[config.mk]
export PLATFORM = sky130hd
export DESIGN_NAME = reset_manager
export DESIGN_NICKNAME = d
export VERILOG_FILES = /design/src/rtl/reset_manager_pkg.sv /design/src/rtl/reset_cause_log.sv /design/src/rtl/cfg_key_guard.sv /design/src/rtl/reset_pulse_gen.sv /design/src/rtl/reset_manager.sv
export SDC_FILE = /design/constraint.sdc
export NUM_CORES = 1
export LEC_CHECK = 0
export ABC_AREA = 0
export BUFFER_PORTS_ARGS = -buffer_cell sky130_fd_sc_hd__buf_2
export CORE_ASPECT_RATIO = 0.9
export CORE_MARGIN = 4
export CORE_UTILIZATION = 49
export CTS_BUF_LIST = sky130_fd_sc_hd__clkbuf_8 sky130_fd_sc_hd__clkbuf_16
export DETAILED_ROUTE_END_ITERATION = 8
export PLACE_DENSITY = 0.8
export SETUP_SLACK_MARGIN = 0.4
export SLEW_MARGIN = 20
export SYNTH_ARGS = -nofsm -noshare
export SYNTH_HDL_FRONTEND = slang
export SYNTH_SLANG_ARGS = --single-unit
[constraint.sdc]
create_clock -name clk_i -period 2.2 [get_ports clk_i]
set_input_delay 0.44 -clock clk_i [delete_from_list [all_inputs] [get_ports clk_i]]
set_output_delay 0.44 -clock clk_i [all_outputs]
set_load 0.01 [all_outputs]
[src/rtl/reset_manager_pkg.sv]
package reset_manager_pkg;
  localparam int DW = 8;
  localparam int AW = 3;

  typedef enum logic [AW-1:0] {
    A_REMAP = 3'd0,
    A_CAUSE = 3'd1,
    A_CLEAR = 3'd2,
    A_KEY_A = 3'd3,
    A_CFG   = 3'd4,
    A_KEY_B = 3'd5
  } reg_addr_e;

  localparam logic [DW-1:0] KEY_A_CODE  = 8'h76;
  localparam logic [DW-1:0] KEY_B_CODE  = 8'hB1;
  localparam logic [DW-1:0] CFG_MASK    = 8'h05;
  localparam logic [DW-1:0] CFG_DEFAULT = 8'h05;
  localparam int            CFG_GPIO    = 0;
  localparam int            CFG_DAC     = 2;
  localparam int            NCAUSE      = 3;

  typedef enum logic [1:0] {KS_IDLE, KS_ARMED, KS_LOADED} key_state_e;
endpackage

[src/rtl/reset_cause_log.sv]
module reset_cause_log
  import reset_manager_pkg::*;
(
  input  logic              clk_i,
  input  logic              rst_ni,
  input  logic              clr_we_i,
  input  logic [NCAUSE-1:0] clr_mask_i,
  input  logic              wdt_ev_i,
  input  logic              sw_ev_i,
  output logic [NCAUSE-1:0] cause_o
);
  logic [NCAUSE-1:0] cause_q, clr_eff, set_eff;

  assign clr_eff = clr_we_i ? clr_mask_i : '0;
  assign set_eff = {sw_ev_i, wdt_ev_i, 1'b0};

  // a new cause wins over a clear in the same cycle
  always_ff @(posedge clk_i or negedge rst_ni) begin
    if (!rst_ni) cause_q <= 3'b001;
    else         cause_q <= (cause_q & ~clr_eff) | set_eff;
  end

  assign cause_o = cause_q;
endmodule

[src/rtl/cfg_key_guard.sv]
module cfg_key_guard
  import reset_manager_pkg::*;
(
  input  logic          clk_i,
  input  logic          rst_ni,
  input  logic          abort_i,
  input  logic          wr_en_i,
  input  logic [AW-1:0] wr_addr_i,
  input  logic [DW-1:0] wr_data_i,
  output logic [DW-1:0] cfg_o
);
  key_state_e    state_q, state_d;
  logic [DW-1:0] pend_q, pend_d, cfg_q, cfg_d;

  always_comb begin
    state_d = state_q;
    pend_d  = pend_q;
    cfg_d   = cfg_q;
    if (abort_i) begin
      state_d = KS_IDLE;
      pend_d  = '0;
    end else if (wr_en_i) begin
      state_d = KS_IDLE;
      pend_d  = '0;
      unique case (state_q)
        KS_IDLE:
          if (wr_addr_i == A_KEY_A && wr_data_i == KEY_A_CODE) state_d = KS_ARMED;
        KS_ARMED:
          if (wr_addr_i == A_CFG) begin
            state_d = KS_LOADED;
            pend_d  = wr_data_i & CFG_MASK;
          end
        KS_LOADED:
          if (wr_addr_i == A_KEY_B && wr_data_i == KEY_B_CODE) cfg_d = pend_q;
        default: state_d = KS_IDLE;
      endcase
    end
  end

  always_ff @(posedge clk_i or negedge rst_ni) begin
    if (!rst_ni) begin
      state_q <= KS_IDLE;
      pend_q  <= '0;
      cfg_q   <= CFG_DEFAULT;
    end else begin
      state_q <= state_d;
      pend_q  <= pend_d;
      cfg_q   <= cfg_d;
    end
  end

  assign cfg_o = cfg_q;
endmodule

[src/rtl/reset_pulse_gen.sv]
module reset_pulse_gen #(
  parameter int PULSE_LEN = 4
) (
  input  logic clk_i,
  input  logic rst_ni,
  input  logic trig_i,
  input  logic keep_cause_i,
  input  logic gpio_en_i,
  input  logic dac_en_i,
  output logic sys_rst_o,
  output logic gpio_keep_o,
  output logic dac_keep_o
);
  localparam int CW = $clog2(PULSE_LEN + 1);
  localparam logic [CW-1:0] LOAD = CW'(PULSE_LEN);

  logic [CW-1:0] cnt_q;
  logic          gpio_q, dac_q;

  // power-on starts with a loaded counter
  always_ff @(posedge clk_i or negedge rst_ni) begin
    if (!rst_ni) begin
      cnt_q  <= LOAD;
      gpio_q <= 1'b0;
      dac_q  <= 1'b0;
    end else if (trig_i) begin
      cnt_q  <= LOAD;
      gpio_q <= keep_cause_i & gpio_en_i;
      dac_q  <= keep_cause_i & dac_en_i;
    end else if (cnt_q != '0) begin
      cnt_q <= cnt_q - 1'b1;
    end
  end

  assign sys_rst_o   = (cnt_q != '0);
  assign gpio_keep_o = sys_rst_o & gpio_q;
  assign dac_keep_o  = sys_rst_o & dac_q;
endmodule

[src/rtl/reset_manager.sv]
module reset_manager
  import reset_manager_pkg::*;
#(
  parameter int PULSE_LEN = 4
) (
  input  logic          clk_i,
  input  logic          rst_ni,
  input  logic          ext_rst_i,
  input  logic          wdt_expire_i,
  input  logic          bus_we_i,
  input  logic [AW-1:0] bus_addr_i,
  input  logic [DW-1:0] bus_wdata_i,
  output logic [DW-1:0] bus_rdata_o,
  output logic          sys_rst_o,
  output logic          gpio_keep_o,
  output logic          dac_keep_o,
  output logic          remap_sram_o
);
  logic              wr_ok, sw_ev, any_ev, keep_cause, remap_q;
  logic [NCAUSE-1:0] cause;
  logic [DW-1:0]     cfg_q;

  assign wr_ok      = bus_we_i & ~sys_rst_o;
  assign sw_ev      = wr_ok && bus_addr_i == A_CAUSE && bus_wdata_i[2];
  assign any_ev     = ext_rst_i | wdt_expire_i | sw_ev;
  assign keep_cause = (wdt_expire_i | sw_ev) & ~ext_rst_i;

  reset_cause_log u_log (
    .clk_i      (clk_i),
    .rst_ni     (rst_ni),
    .clr_we_i   (wr_ok && bus_addr_i == A_CLEAR),
    .clr_mask_i (bus_wdata_i[NCAUSE-1:0]),
    .wdt_ev_i   (wdt_expire_i),
    .sw_ev_i    (sw_ev),
    .cause_o    (cause)
  );

  cfg_key_guard u_key (
    .clk_i     (clk_i),
    .rst_ni    (rst_ni),
    .abort_i   (any_ev),
    .wr_en_i   (wr_ok),
    .wr_addr_i (bus_addr_i),
    .wr_data_i (bus_wdata_i),
    .cfg_o     (cfg_q)
  );

  reset_pulse_gen #(.PULSE_LEN(PULSE_LEN)) u_pulse (
    .clk_i        (clk_i),
    .rst_ni       (rst_ni),
    .trig_i       (any_ev),
    .keep_cause_i (keep_cause),
    .gpio_en_i    (cfg_q[CFG_GPIO]),
    .dac_en_i     (cfg_q[CFG_DAC]),
    .sys_rst_o    (sys_rst_o),
    .gpio_keep_o  (gpio_keep_o),
    .dac_keep_o   (dac_keep_o)
  );

  always_ff @(posedge clk_i or negedge rst_ni) begin
    if (!rst_ni)                              remap_q <= 1'b0;
    else if (any_ev)                          remap_q <= 1'b0;
    else if (wr_ok && bus_addr_i == A_REMAP)  remap_q <= bus_wdata_i[0];
  end

  assign remap_sram_o = remap_q;

  always_comb begin
    unique case (bus_addr_i)
      A_REMAP: bus_rdata_o = {{(DW-1){1'b0}}, remap_q};
      A_CAUSE: bus_rdata_o = {{(DW-NCAUSE){1'b0}}, cause};
      A_CFG:   bus_rdata_o = cfg_q;
      default: bus_rdata_o = '0;
    endcase
  end
endmodule

==> results of run 1 <==
## power by group through the flow
stage / registers (uW) / clock network, uW / logic (uW)
after floorplan: 296 / 0 / 55.9
after global placement: 296 / 0 / 85.4
after detailed placement: 296 / 0 / 88.9
after CTS: 292 / 220 / 97.0
after global routing: 293 / 232 / 112
final: 292 / 212 / 101
## routing by layer
layer	vias up	track usage	routed length, microns
li1	355	-	-
met1	348	0.230	865
met2	38	0.314	1040
met3	2	0.0642	164
met4	0	0.0306	4
met5	-	0	0
## Yosys cell counts (2+ instances only)
cell	n	share of area
sky130_fd_sc_hd__o21ai_0	2	0.011
sky130_fd_sc_hd__dfrtp_1	11	0.31
sky130_fd_sc_hd__nand2_1	5	0.021
sky130_fd_sc_hd__nand3b_1	2	0.017
sky130_fd_sc_hd__nand3_1	2	0.011
sky130_fd_sc_hd__and2_1	3	0.021
sky130_fd_sc_hd__nor4b_1	2	0.020
sky130_fd_sc_hd__mux2i_1	5	0.057
sky130_fd_sc_hd__ha_1	2	0.028
sky130_fd_sc_hd__nand2b_1	2	0.014
sky130_fd_sc_hd__nor2_1	12	0.051
sky130_fd_sc_hd__mux2_4	2	0.034
sky130_fd_sc_hd__a21oi_1	3	0.017
sky130_fd_sc_hd__inv_1	3	0.013
sky130_fd_sc_hd__dfstp_2	4	0.12
sky130_fd_sc_hd__buf_4	6	0.051
## worst paths after layout
path                                                end  cells past startpoint                    startpoint
min reg2reg                  u_log.cause_o[0]$_DFF_PN1_                      2    u_log.cause_o[0]$_DFF_PN1_
max in group asynchronous  u_pulse.cnt_q[2]$_DFFE_PN1P_                      1                        rst_ni
max                          u_key.cfg_o[2]$_DFFE_PN1P_                      4                bus_wdata_i[2]
min in group clk_i            u_pulse.dac_q$_DFFE_PN0P_                      2                     ext_rst_i
max reg2reg                  u_key.cfg_o[2]$_DFFE_PN1P_                      3  u_key.state_q[1]$_DFFE_PN0P_
min                          u_log.cause_o[1]$_DFF_PN0_                      1                        rst_ni
## critical path, cell delays in order
cell and delay [ps]:
sky130_fd_sc_hd__buf_2 110, sky130_fd_sc_hd__or4bb_1 510, sky130_fd_sc_hd__or4_4 570, sky130_fd_sc_hd__mux2_4 310
## what timing repair did
item	4_1_cts	5_1_grt
gates resized for setup	4	2
endpoints found under the setup margin	4	3
pin swaps	1	0
buffers inserted	1	0
## state kept, by name (all words and copies together) (netlist names)
name	count
remap_sram_o	1
u_key.cfg_o	2
u_pulse.cnt_q	3
u_key.pend_q	2
u_pulse.dac_q	1
u_key.state_q	2
u_log.cause_o	3
u_pulse.gpio_q	1
## area by class of cell
class                      count  area, sq um
timing repair buffer          25          133
clock buffer                   3         41.3
sequential                    15          380
clock inverter                 1         3.75
multi-input combinational     67          480
inverter                       3         11.3
tap                           24         30.0
fill                         146          602
## stage by stage
step / total power [uW] / cells / worst slack [ps] / hold slack [ps]
after CTS: 609 / 138 / 444 / 95.8
after floorplan: 351 / 92 / 307 / 144
after global placement: 382 / 133 / 338 / 362
after detailed placement: 385 / 133 / 305 / 364
after global routing: 637 / 138 / 403 / 107
final: 605 / 138 / 433 / 86.2
## logic make-up (layout without fill, tap and decap cells)
| logic type | count (synthesis) | in the layout | synth area share |
|---|---|---|---|
| compound gates | 12 | 12 | 0.0952 |
| xor+xnor | 1 | 1 | 0.00994 |
| flops | 15 | 15 | 0.432 |
| fa+ha+maj | 2 | 2 | 0.0284 |
| mux | 7 | 7 | 0.0909 |
| buf+inv | 10 | 32 | 0.0682 |
| simple gates | 40 | 40 | 0.271 |
| other cells | 1 | 5 | 0.00426 |
==> impl_metrics.xml, run 1 <==
<?xml version="1.0" encoding="UTF-8"?>
<metrics>
  <group name="power">
    <metric name="power.switching" unit="uW">150</metric>
    <metric name="static-leakage-power" unit="uW">0.000546</metric>
    <metric name="clock_power_share" unit="">0.350</metric>
    <metric name="power.density_cell_area" unit="nW/um^2">560</metric>
    <metric name="pwr-share-comb" unit="">0.166</metric>
    <metric name="power_switching_share" unit="">0.248</metric>
    <metric name="p_int" unit="uW">455</metric>
    <metric name="seq_power_share" unit="">0.484</metric>
    <metric name="vdd_ir_drop_max" unit="mV">0.587</metric>
  </group>
  <group name="cts">
    <metric name="clock_tree.htree_level_count" unit="">1</metric>
    <metric name="cts-buffers-inserted" unit="">3</metric>
    <metric name="cts.sink_count" unit="">15</metric>
    <metric name="worst_skew_pair.late_latency" unit="ps">250</metric>
    <metric name="clock-root-buffer" unit="">sky130_fd_sc_hd__clkbuf_8</metric>
    <metric name="clkSlewWorstSetupHoldPaths" unit="ps">60</metric>
    <metric name="clockBufferDepth" unit="">2</metric>
    <metric name="cts_tree" unit="">built</metric>
    <metric name="cts_hold_buffers" unit="">0</metric>
  </group>
  <group name="floorplan">
    <metric name="floorplan.rows" unit="">14</metric>
    <metric name="coreArea" unit="sq um">1680</metric>
    <metric name="die_h" unit="microns">48.2</metric>
    <metric name="num_io_pins" unit="">28</metric>
    <metric name="die_area" unit="sq um">2540</metric>
    <metric name="die_w" unit="microns">52.7</metric>
    <metric name="start_util" unit="">0.524</metric>
  </group>
  <group name="yosys">
    <metric name="synth_top_flop_cell" unit="">sky130_fd_sc_hd__dfrtp_1</metric>
    <metric name="synth_edf_count" unit="">0</metric>
    <metric name="synth_sequential_area_ratio" unit="">0.432</metric>
    <metric name="syn_area" unit="sq um">881</metric>
    <metric name="synth_seq_cells" unit="">15</metric>
    <metric name="synthesis.yosys.warnings" unit="">0</metric>
    <metric name="synthArstFlopShare" unit="">1.00</metric>
    <metric name="synthCells" unit="">88</metric>
    <metric name="avgSynthCellArea" unit="sq um">10.0</metric>
    <metric name="synthDistinctLibCells" unit="">38</metric>
  </group>
  <group name="detailed_routing">
    <metric name="wire_per_inst" unit="microns">15.1</metric>
    <metric name="drt-initial-drc-count" unit="">51</metric>
    <metric name="vias" unit="">743</metric>
    <metric name="drt_drc_violations_left" unit="">0</metric>
    <metric name="viasPerCell" unit="">5.38</metric>
    <metric name="route.antenna.remaining_nets" unit="">0</metric>
    <metric name="drt-total-wl" unit="microns">2080</metric>
    <metric name="number_of_iterations_in_the_first_detailed_routing_pass" unit="">4</metric>
  </group>
  <group name="timing">
    <metric name="rsz0062_at_grt" unit="">no</metric>
    <metric name="fin_crit" unit="ps">1770</metric>
    <metric name="finalSetupViolations" unit="">0</metric>
    <metric name="pins_over_slew_limit" unit="">0</metric>
    <metric name="worst_slew_margin_rel" unit="">0.544</metric>
    <metric name="setup-tns-final" unit="ps">0</metric>
    <metric name="period_share" unit="">0.803</metric>
    <metric name="number_of_endpoints_with_negative_hold_slack_in_the_final_report" unit="">0</metric>
    <metric name="worstMarginPinSlew" unit="ps">675</metric>
    <metric name="clock.fmax" unit="GHz">0.566</metric>
    <metric name="timing.clock.skew" unit="ps">6.87</metric>
  </group>
  <group name="global_route">
    <metric name="grt_antenna_before_repair" unit="">0</metric>
    <metric name="grt_use_total" unit="">0.183</metric>
    <metric name="maximum_number_of_pins_on_one_net_before_global_route_repair" unit="">16</metric>
    <metric name="first_pass_grt_wire_length" unit="microns">3260</metric>
    <metric name="grt_pass1_vias" unit="">691</metric>
    <metric name="overflow" unit="">0</metric>
  </group>
  <group name="setup_path">
    <metric name="critPathArrivalTime" unit="ps">1940</metric>
    <metric name="critical_path.startpoint_type" unit="">input pin</metric>
    <metric name="cp_data_required_time" unit="ps">2380</metric>
    <metric name="timing.setup.critical_path_class" unit="">input pin to flop</metric>
    <metric name="worstPathMaxFanout" unit="">3</metric>
    <metric name="worst_setup_end_kind" unit="">flop</metric>
    <metric name="rrSetupSlack" unit="ps">440</metric>
  </group>
  <group name="min_path">
    <metric name="hp-class" unit="">input pin to async pin</metric>
  </group>
  <group name="cells_and_area">
    <metric name="final_area" unit="sq um">1080</metric>
    <metric name="final_common_cell" unit="">sky130_fd_sc_hd__buf_2</metric>
    <metric name="drive_gt1_frac" unit="">0.351</metric>
    <metric name="most-common-layout-cells" unit="">sky130_fd_sc_hd__buf_2 (22), sky130_fd_sc_hd__nor2_1 (12), sky130_fd_sc_hd__dfrtp_1 (11)</metric>
    <metric name="num-nets-final" unit="">133</metric>
    <metric name="n_antenna_cell" unit="">0</metric>
    <metric name="final_core_util" unit="">0.642</metric>
    <metric name="area_growth_synth_to_finish" unit="%">22.6</metric>
  </group>
  <group name="job">
    <metric name="drv_cap" unit="">0</metric>
  </group>
  <group name="placement">
    <metric name="cell_area_reported_after_detailed_placement" unit="sq um">1000</metric>
    <metric name="dp_hpwl" unit="microns">1570</metric>
    <metric name="place.gp.congestion" unit="">0.788</metric>
    <metric name="placement.io_buffers" unit="">22</metric>
  </group>
  <group name="run_status">
    <metric name="status" unit="">finished clean</metric>
  </group>
</metrics>
Note: power is estimated with default switching activity, not from simulation.
==> run 2, diff against run 1 <==
- CORE_UTILIZATION: 49 -> 44
- PLACE_DENSITY: 0.8 -> 0.76
- clock period: 2.2 -> 1.4 ns (I/O delays scaled with it)
==> run 2 against run 1 <==
Compared with the run above: the run now ends with negative setup slack left; global-route usage increased by 3.1 points; clock skew decreased by 5.2 ps; die area increased by 9.5%; sequential power increased by 58%; final cell count increased by 27%; critical endpoint unchanged; largest power group unchanged.
==> impl_metrics.xml, run 2 (same netlist as run 1, synthesis figures left out) <==
<?xml version="1.0" encoding="UTF-8"?>
<metrics>
  <group name="run_status">
    <metric name="status" unit="">complete, but fails checks</metric>
    <metric name="failed_checks" unit="">negative setup slack</metric>
  </group>
  <group name="detailed_routing">
    <metric name="number_of_iterations_in_the_first_detailed_routing_pass" unit="">4</metric>
    <metric name="route.antenna.remaining_nets" unit="">0</metric>
    <metric name="wire_per_inst" unit="microns">19.1</metric>
    <metric name="drt-total-wl" unit="microns">3350</metric>
    <metric name="vias" unit="">941</metric>
    <metric name="drt-initial-drc-count" unit="">38</metric>
    <metric name="drt_drc_violations_left" unit="">0</metric>
    <metric name="viasPerCell" unit="">5.38</metric>
  </group>
  <group name="floorplan">
    <metric name="die_h" unit="microns">50.4</metric>
    <metric name="coreArea" unit="sq um">1910</metric>
    <metric name="floorplan.rows" unit="">15</metric>
    <metric name="die_w" unit="microns">55.2</metric>
    <metric name="num_io_pins" unit="">28</metric>
    <metric name="start_util" unit="">0.460</metric>
    <metric name="die_area" unit="sq um">2780</metric>
  </group>
  <group name="cells_and_area">
    <metric name="drive_gt1_frac" unit="">0.640</metric>
    <metric name="final_core_util" unit="">0.815</metric>
    <metric name="n_antenna_cell" unit="">0</metric>
    <metric name="area_growth_synth_to_finish" unit="%">77.1</metric>
    <metric name="most-common-layout-cells" unit="">sky130_fd_sc_hd__buf_4 (27), sky130_fd_sc_hd__buf_2 (16), sky130_fd_sc_hd__buf_6 (15), sky130_fd_sc_hd__nor2_1 (10), sky130_fd_sc_hd__dfrtp_1 (10)</metric>
    <metric name="num-nets-final" unit="">169</metric>
    <metric name="final_common_cell" unit="">sky130_fd_sc_hd__buf_4</metric>
  </group>
  <group name="cts">
    <metric name="clock_tree.htree_level_count" unit="">1</metric>
    <metric name="cts.sink_count" unit="">15</metric>
    <metric name="clockBufferDepth" unit="">2</metric>
    <metric name="clock-root-buffer" unit="">sky130_fd_sc_hd__clkbuf_8</metric>
    <metric name="cts_tree" unit="">built</metric>
    <metric name="cts-buffers-inserted" unit="">3</metric>
    <metric name="worst_skew_pair.late_latency" unit="ps">250</metric>
    <metric name="clkSlewWorstSetupHoldPaths" unit="ps">60</metric>
  </group>
  <group name="power">
    <metric name="vdd_ir_drop_max" unit="mV">0.704</metric>
    <metric name="static-leakage-power" unit="uW">0.000793</metric>
    <metric name="power.density_cell_area" unit="nW/um^2">722</metric>
  </group>
  <group name="setup_path">
    <metric name="cell_with_the_largest_stage_delay_on_the_worst_path" unit="">sky130_fd_sc_hd__or4_4</metric>
    <metric name="rrSetupSlack" unit="ps">-340</metric>
    <metric name="cp_cell_sequence" unit="">inv_2 -&gt; ha_4 -&gt; and3b_2 -&gt; nand4_1 -&gt; or4_4 -&gt; mux2_4</metric>
    <metric name="worstPathMaxFanout" unit="">2</metric>
    <metric name="critical_path.startpoint" unit="">u_pulse.cnt_q[0]$_DFFE_PN0P_</metric>
    <metric name="cp.buffers_inverters" unit="">1</metric>
    <metric name="timing.rr.end" unit="">u_key.cfg_o[2]$_DFFE_PN1P_</metric>
    <metric name="cpPeakStageDelay" unit="ps">450</metric>
    <metric name="critical_path.top_delay_family" unit="">simple AND/OR/NAND/NOR gates</metric>
    <metric name="critical_path.startpoint_type" unit="">flop</metric>
    <metric name="setup.worst_path.end" unit="">u_key.cfg_o[2]$_DFFE_PN1P_</metric>
    <metric name="worstSetupPathDepth" unit="">6</metric>
    <metric name="timing.setup.critical_path_class" unit="">flop to flop</metric>
    <metric name="cp_data_required_time" unit="ps">1580</metric>
    <metric name="worst_setup_end_kind" unit="">flop</metric>
    <metric name="worstRegToRegCells" unit="">6</metric>
    <metric name="critPathArrivalTime" unit="ps">1920</metric>
    <metric name="crit-reg2reg-launch" unit="">u_pulse.cnt_q[0]$_DFFE_PN0P_</metric>
  </group>
  <group name="job">
    <metric name="drv_cap" unit="">0</metric>
  </group>
  <group name="timing">
    <metric name="finalSetupViolations" unit="">17</metric>
    <metric name="hold-worst-slack" unit="ps">332</metric>
    <metric name="worst_slack" unit="ps">-342</metric>
    <metric name="clock.fmax" unit="GHz">0.574</metric>
    <metric name="rsz0062_at_grt" unit="">yes</metric>
    <metric name="number_of_endpoints_with_negative_hold_slack_in_the_final_report" unit="">0</metric>
    <metric name="pins_over_slew_limit" unit="">0</metric>
    <metric name="fin_crit" unit="ps">1740</metric>
    <metric name="period_share" unit="">1.24</metric>
    <metric name="timing.clock.skew" unit="ps">1.67</metric>
  </group>
  <group name="global_route">
    <metric name="grt_antenna_before_repair" unit="">0</metric>
    <metric name="maximum_number_of_pins_on_one_net_before_global_route_repair" unit="">16</metric>
    <metric name="grt_use_total" unit="">0.214</metric>
    <metric name="first_pass_grt_wire_length" unit="microns">4240</metric>
    <metric name="grt_pass1_vias" unit="">935</metric>
    <metric name="overflow" unit="">0</metric>
  </group>
  <group name="min_path">
    <metric name="hp-class" unit="">input pin to flop</metric>
    <metric name="worstHoldStart" unit="">ext_rst_i</metric>
    <metric name="hold_depth" unit="">3</metric>
  </group>
  <group name="placement">
    <metric name="dp_hpwl" unit="microns">1750</metric>
    <metric name="placement.io_buffers" unit="">22</metric>
    <metric name="place.gp.congestion" unit="">0.860</metric>
  </group>
</metrics>
## run 2: worst min path at each step
| stage | endpoint | slack [ps] |
|---|---|---|
| 6_report | u_pulse.dac_q$_DFFE_PN0P_ | 330 |
| 5_1_grt | u_pulse.dac_q$_DFFE_PN0P_ | 330 |
| 3_3_place_gp | u_log.cause_o[2]$_DFF_PN0_ | 190 |
| 2_1_floorplan | remap_sram_o$_DFFE_PN0P_ | -20 |
| 3_5_place_dp | u_log.cause_o[1]$_DFF_PN0_ | 200 |
| 4_1_cts | u_key.state_q[0]$_DFFE_PN0P_ | 310 |
## run 2: final cells by class
cell class | instances | area, sq um
multi-input combinational | 67 | 594
timing repair buffer | 61 | 497
sequential | 15 | 382
fill | 104 | 354
clock buffer | 3 | 41.3
tap | 25 | 31.3
inverter | 3 | 11.3
clock inverter | 1 | 3.75
## run 2: worst min-delay path, cell delays in order
cell and delay [ps]:
sky130_fd_sc_hd__buf_2 100, sky130_fd_sc_hd__buf_4 130, sky130_fd_sc_hd__nor2_1 50
## run 2: timing repair
action / 4_1_cts / 5_1_grt
setup endpoints to repair: 22 / 22
buffers inserted: 9 / 8
pin swaps: 11 / 8
cloned: 0 / 0
resized for setup: 26 / 20
hold buffers: 1 / 0
endpoints found under the hold margin: 11 / 0
## run 2: layer usage
metal,track usage,vias to the layer above,share of wire
met5,0,-,0
met4,0.105,0,0.042
met3,0.0445,15,0.049
met2,0.356,35,0.50
met1,0.251,463,0.41
li1,-,428,-
## run 2: power breakdown
group	total [uW]	switching (uW)	internal, uW
sequential	460	9.01	451
clock	357	162	195
combinational	310	142	168
## run 2: stage by stage
stage / setup WS, ps / area (sq um) / setup TNS, ps / instances / total power (uW)
floorplan: -493 / 927 / -985 / 92 / 558
global placement: -371 / 1180 / -993 / 153 / 646
detailed placement: -407 / 1180 / -1210 / 153 / 652
CTS: -304 / 1420 / -1150 / 167 / 1060
global route: -406 / 1560 / -4150 / 175 / 1160
finish: -342 / 1560 / -3280 / 175 / 1130
==> run 3, diff against run 2 <==
- BUFFER_PORTS_ARGS: -buffer_cell sky130_fd_sc_hd__buf_2 -> -buffer_cell sky130_fd_sc_hd__clkbuf_2
==> run 3 against run 2 <==
Compared with the run above: the run still ends with negative setup slack left; non-clock buffer count down 5; critical path depth shrank 3; fmax is 3.2% higher; routed wire length fell by 18%; first-iteration DRC count down 55%; global-route usage down 0.18 points; largest power group unchanged; highest routed layer unchanged.
==> impl_metrics.xml, run 3 (same netlist as run 1, synthesis figures left out) <==
<?xml version="1.0" encoding="UTF-8"?>
<metrics>
  <group name="cells_and_area">
    <metric name="area_growth_synth_to_finish" unit="%">65.9</metric>
    <metric name="drive_gt1_frac" unit="">0.600</metric>
    <metric name="most-common-layout-cells" unit="">sky130_fd_sc_hd__buf_4 (26), sky130_fd_sc_hd__clkbuf_2 (14), sky130_fd_sc_hd__nor2_1 (12), sky130_fd_sc_hd__buf_6 (11), sky130_fd_sc_hd__dfrtp_1 (11)</metric>
    <metric name="final_core_util" unit="">0.763</metric>
    <metric name="layout.area.seq" unit="sq um">380</metric>
    <metric name="final_common_cell" unit="">sky130_fd_sc_hd__buf_4</metric>
    <metric name="final.fill_count" unit="">118</metric>
    <metric name="multi_input_comb_area" unit="sq um">574</metric>
    <metric name="final_area" unit="sq um">1460</metric>
    <metric name="num-nets-final" unit="">164</metric>
    <metric name="n_antenna_cell" unit="">0</metric>
  </group>
  <group name="global_route">
    <metric name="grt_use_total" unit="">0.212</metric>
    <metric name="maximum_number_of_pins_on_one_net_before_global_route_repair" unit="">16</metric>
    <metric name="grt_pass1_vias" unit="">883</metric>
    <metric name="overflow" unit="">0</metric>
    <metric name="grt_antenna_before_repair" unit="">0</metric>
    <metric name="first_pass_grt_wire_length" unit="microns">4090</metric>
  </group>
  <group name="setup_path">
    <metric name="cell_with_the_largest_stage_delay_on_the_worst_path" unit="">sky130_fd_sc_hd__or4_4</metric>
    <metric name="critical_path.startpoint_type" unit="">flop</metric>
    <metric name="worstPathMaxFanout" unit="">2</metric>
    <metric name="crit-reg2reg-launch" unit="">u_key.state_q[1]$_DFFE_PN0P_</metric>
    <metric name="timing.setup.critical_path_class" unit="">flop to flop</metric>
    <metric name="setup.worst_path.end" unit="">u_key.cfg_o[0]$_DFFE_PN1P_</metric>
    <metric name="timing.rr.end" unit="">u_key.cfg_o[0]$_DFFE_PN1P_</metric>
    <metric name="cp_cell_sequence" unit="">or4bb_1 -&gt; or4_4 -&gt; mux2_4</metric>
    <metric name="cp_data_required_time" unit="ps">1580</metric>
    <metric name="rrSetupSlack" unit="ps">-290</metric>
    <metric name="cpPeakStageDelay" unit="ps">570</metric>
    <metric name="worstRegToRegCells" unit="">3</metric>
    <metric name="critPathArrivalTime" unit="ps">1870</metric>
    <metric name="critical_path.startpoint" unit="">u_key.state_q[1]$_DFFE_PN0P_</metric>
    <metric name="worst_setup_end_kind" unit="">flop</metric>
  </group>
  <group name="detailed_routing">
    <metric name="drt_drc_violations_left" unit="">0</metric>
    <metric name="drt-total-wl" unit="microns">2750</metric>
    <metric name="number_of_iterations_in_the_first_detailed_routing_pass" unit="">4</metric>
    <metric name="drt-initial-drc-count" unit="">17</metric>
    <metric name="viasPerCell" unit="">5.21</metric>
    <metric name="vias" unit="">885</metric>
    <metric name="route.antenna.remaining_nets" unit="">0</metric>
    <metric name="wire_per_inst" unit="microns">16.2</metric>
  </group>
  <group name="placement">
    <metric name="placement.io_buffers" unit="">22</metric>
    <metric name="dp_hpwl" unit="microns">1750</metric>
    <metric name="place.gp.congestion" unit="">0.839</metric>
    <metric name="cell_area_reported_after_detailed_placement" unit="sq um">1160</metric>
  </group>
  <group name="floorplan">
    <metric name="die_h" unit="microns">50.4</metric>
    <metric name="floorplan.rows" unit="">15</metric>
    <metric name="coreArea" unit="sq um">1910</metric>
    <metric name="num_io_pins" unit="">28</metric>
    <metric name="die_w" unit="microns">55.2</metric>
    <metric name="die_area" unit="sq um">2780</metric>
    <metric name="start_util" unit="">0.460</metric>
  </group>
  <group name="timing">
    <metric name="fin_crit" unit="ps">1690</metric>
    <metric name="number_of_endpoints_with_negative_hold_slack_in_the_final_report" unit="">0</metric>
    <metric name="setup-tns-final" unit="ps">-1390</metric>
    <metric name="timing.clock.skew" unit="ps">7.77</metric>
    <metric name="pins_over_slew_limit" unit="">0</metric>
    <metric name="period_share" unit="">1.21</metric>
    <metric name="worst_slack" unit="ps">-289</metric>
    <metric name="finalSetupViolations" unit="">14</metric>
    <metric name="clock.fmax" unit="GHz">0.592</metric>
    <metric name="rsz0062_at_grt" unit="">yes</metric>
  </group>
  <group name="cts">
    <metric name="cts.sink_count" unit="">15</metric>
    <metric name="worst_skew_pair.late_latency" unit="ps">250</metric>
    <metric name="clock-root-buffer" unit="">sky130_fd_sc_hd__clkbuf_8</metric>
    <metric name="clkSlewWorstSetupHoldPaths" unit="ps">60</metric>
    <metric name="cts_tree" unit="">built</metric>
    <metric name="clock_tree.htree_level_count" unit="">1</metric>
    <metric name="clockBufferDepth" unit="">2</metric>
    <metric name="cts-buffers-inserted" unit="">3</metric>
  </group>
  <group name="min_path">
    <metric name="hp-class" unit="">input pin to flop</metric>
    <metric name="worstHoldStart" unit="">ext_rst_i</metric>
  </group>
  <group name="job">
    <metric name="drv_cap" unit="">0</metric>
  </group>
  <group name="power">
    <metric name="design_power_total" unit="uW">1050</metric>
    <metric name="vdd_ir_drop_max" unit="mV">0.662</metric>
    <metric name="power.density_cell_area" unit="nW/um^2">722</metric>
    <metric name="static-leakage-power" unit="uW">0.000762</metric>
  </group>
  <group name="run_status">
    <metric name="status" unit="">complete, but fails checks</metric>
    <metric name="failed_checks" unit="">negative setup slack</metric>
  </group>
</metrics>
-- run 3: worst max-delay path: cells and delay by family (launching register included) --
| kind | cells | cell delay, ps |
|---|---|---|
| simple gates | 2 | 980 |
| flops | 1 | 340 |
| mux | 1 | 310 |
-- run 3: layout make-up --
type	count	share of cell area
clock inverter	1	0.00257
sequential	15	0.260
tap	25	0.0214
clock buffer	3	0.0283
inverter	3	0.00771
multi-input combinational	67	0.393
timing repair buffer	56	0.287
-- run 3: repair_timing --
item                                    4_1_cts  5_1_grt
buffers inserted                              4        8
endpoints found under the setup margin       22       22
endpoints found under the hold margin        11        0
hold buffers                                  1        0
pin swaps                                     9        3
gates resized for setup                      23       16
-- run 3: worst min-delay path by stage --
stage / end / cells after the start / slack [ps]
after CTS: u_pulse.dac_q$_DFFE_PN0P_ / 3 / 320
final: u_pulse.gpio_q$_DFFE_PN0P_ / 3 / 330
after global routing: u_pulse.gpio_q$_DFFE_PN0P_ / 3 / 340
after detailed placement: u_log.cause_o[1]$_DFF_PN0_ / 1 / 210
after global placement: u_log.cause_o[2]$_DFF_PN0_ / 1 / 200
after floorplan: remap_sram_o$_DFFE_PN0P_ / 0 / -20
-- run 3: through the flow --
| stage | hold WS, ps | setup slack, ps | instances |
|---|---|---|---|
| floorplan | -15.6 | -493 | 92 |
| global placement | 201 | -371 | 153 |
| detailed placement | 207 | -421 | 153 |
| CTS | 325 | -299 | 162 |
| global route | 338 | -346 | 170 |
| finish | 327 | -289 | 170 |
-- run 3: where the power goes --
part	internal [uW]	switching (uW)
clock	194	139
combinational	141	121
sequential	452	8.01
-- run 3: routing by layer --
layer | up-vias | GRT usage | routed length (microns)
met2 | 29 | 0.366 | 1410
met4 | 0 | 0.0850 | 98
met1 | 428 | 0.235 | 1110
met3 | 10 | 0.0623 | 124
met5 | - | 0 | 0
li1 | 418 | - | -
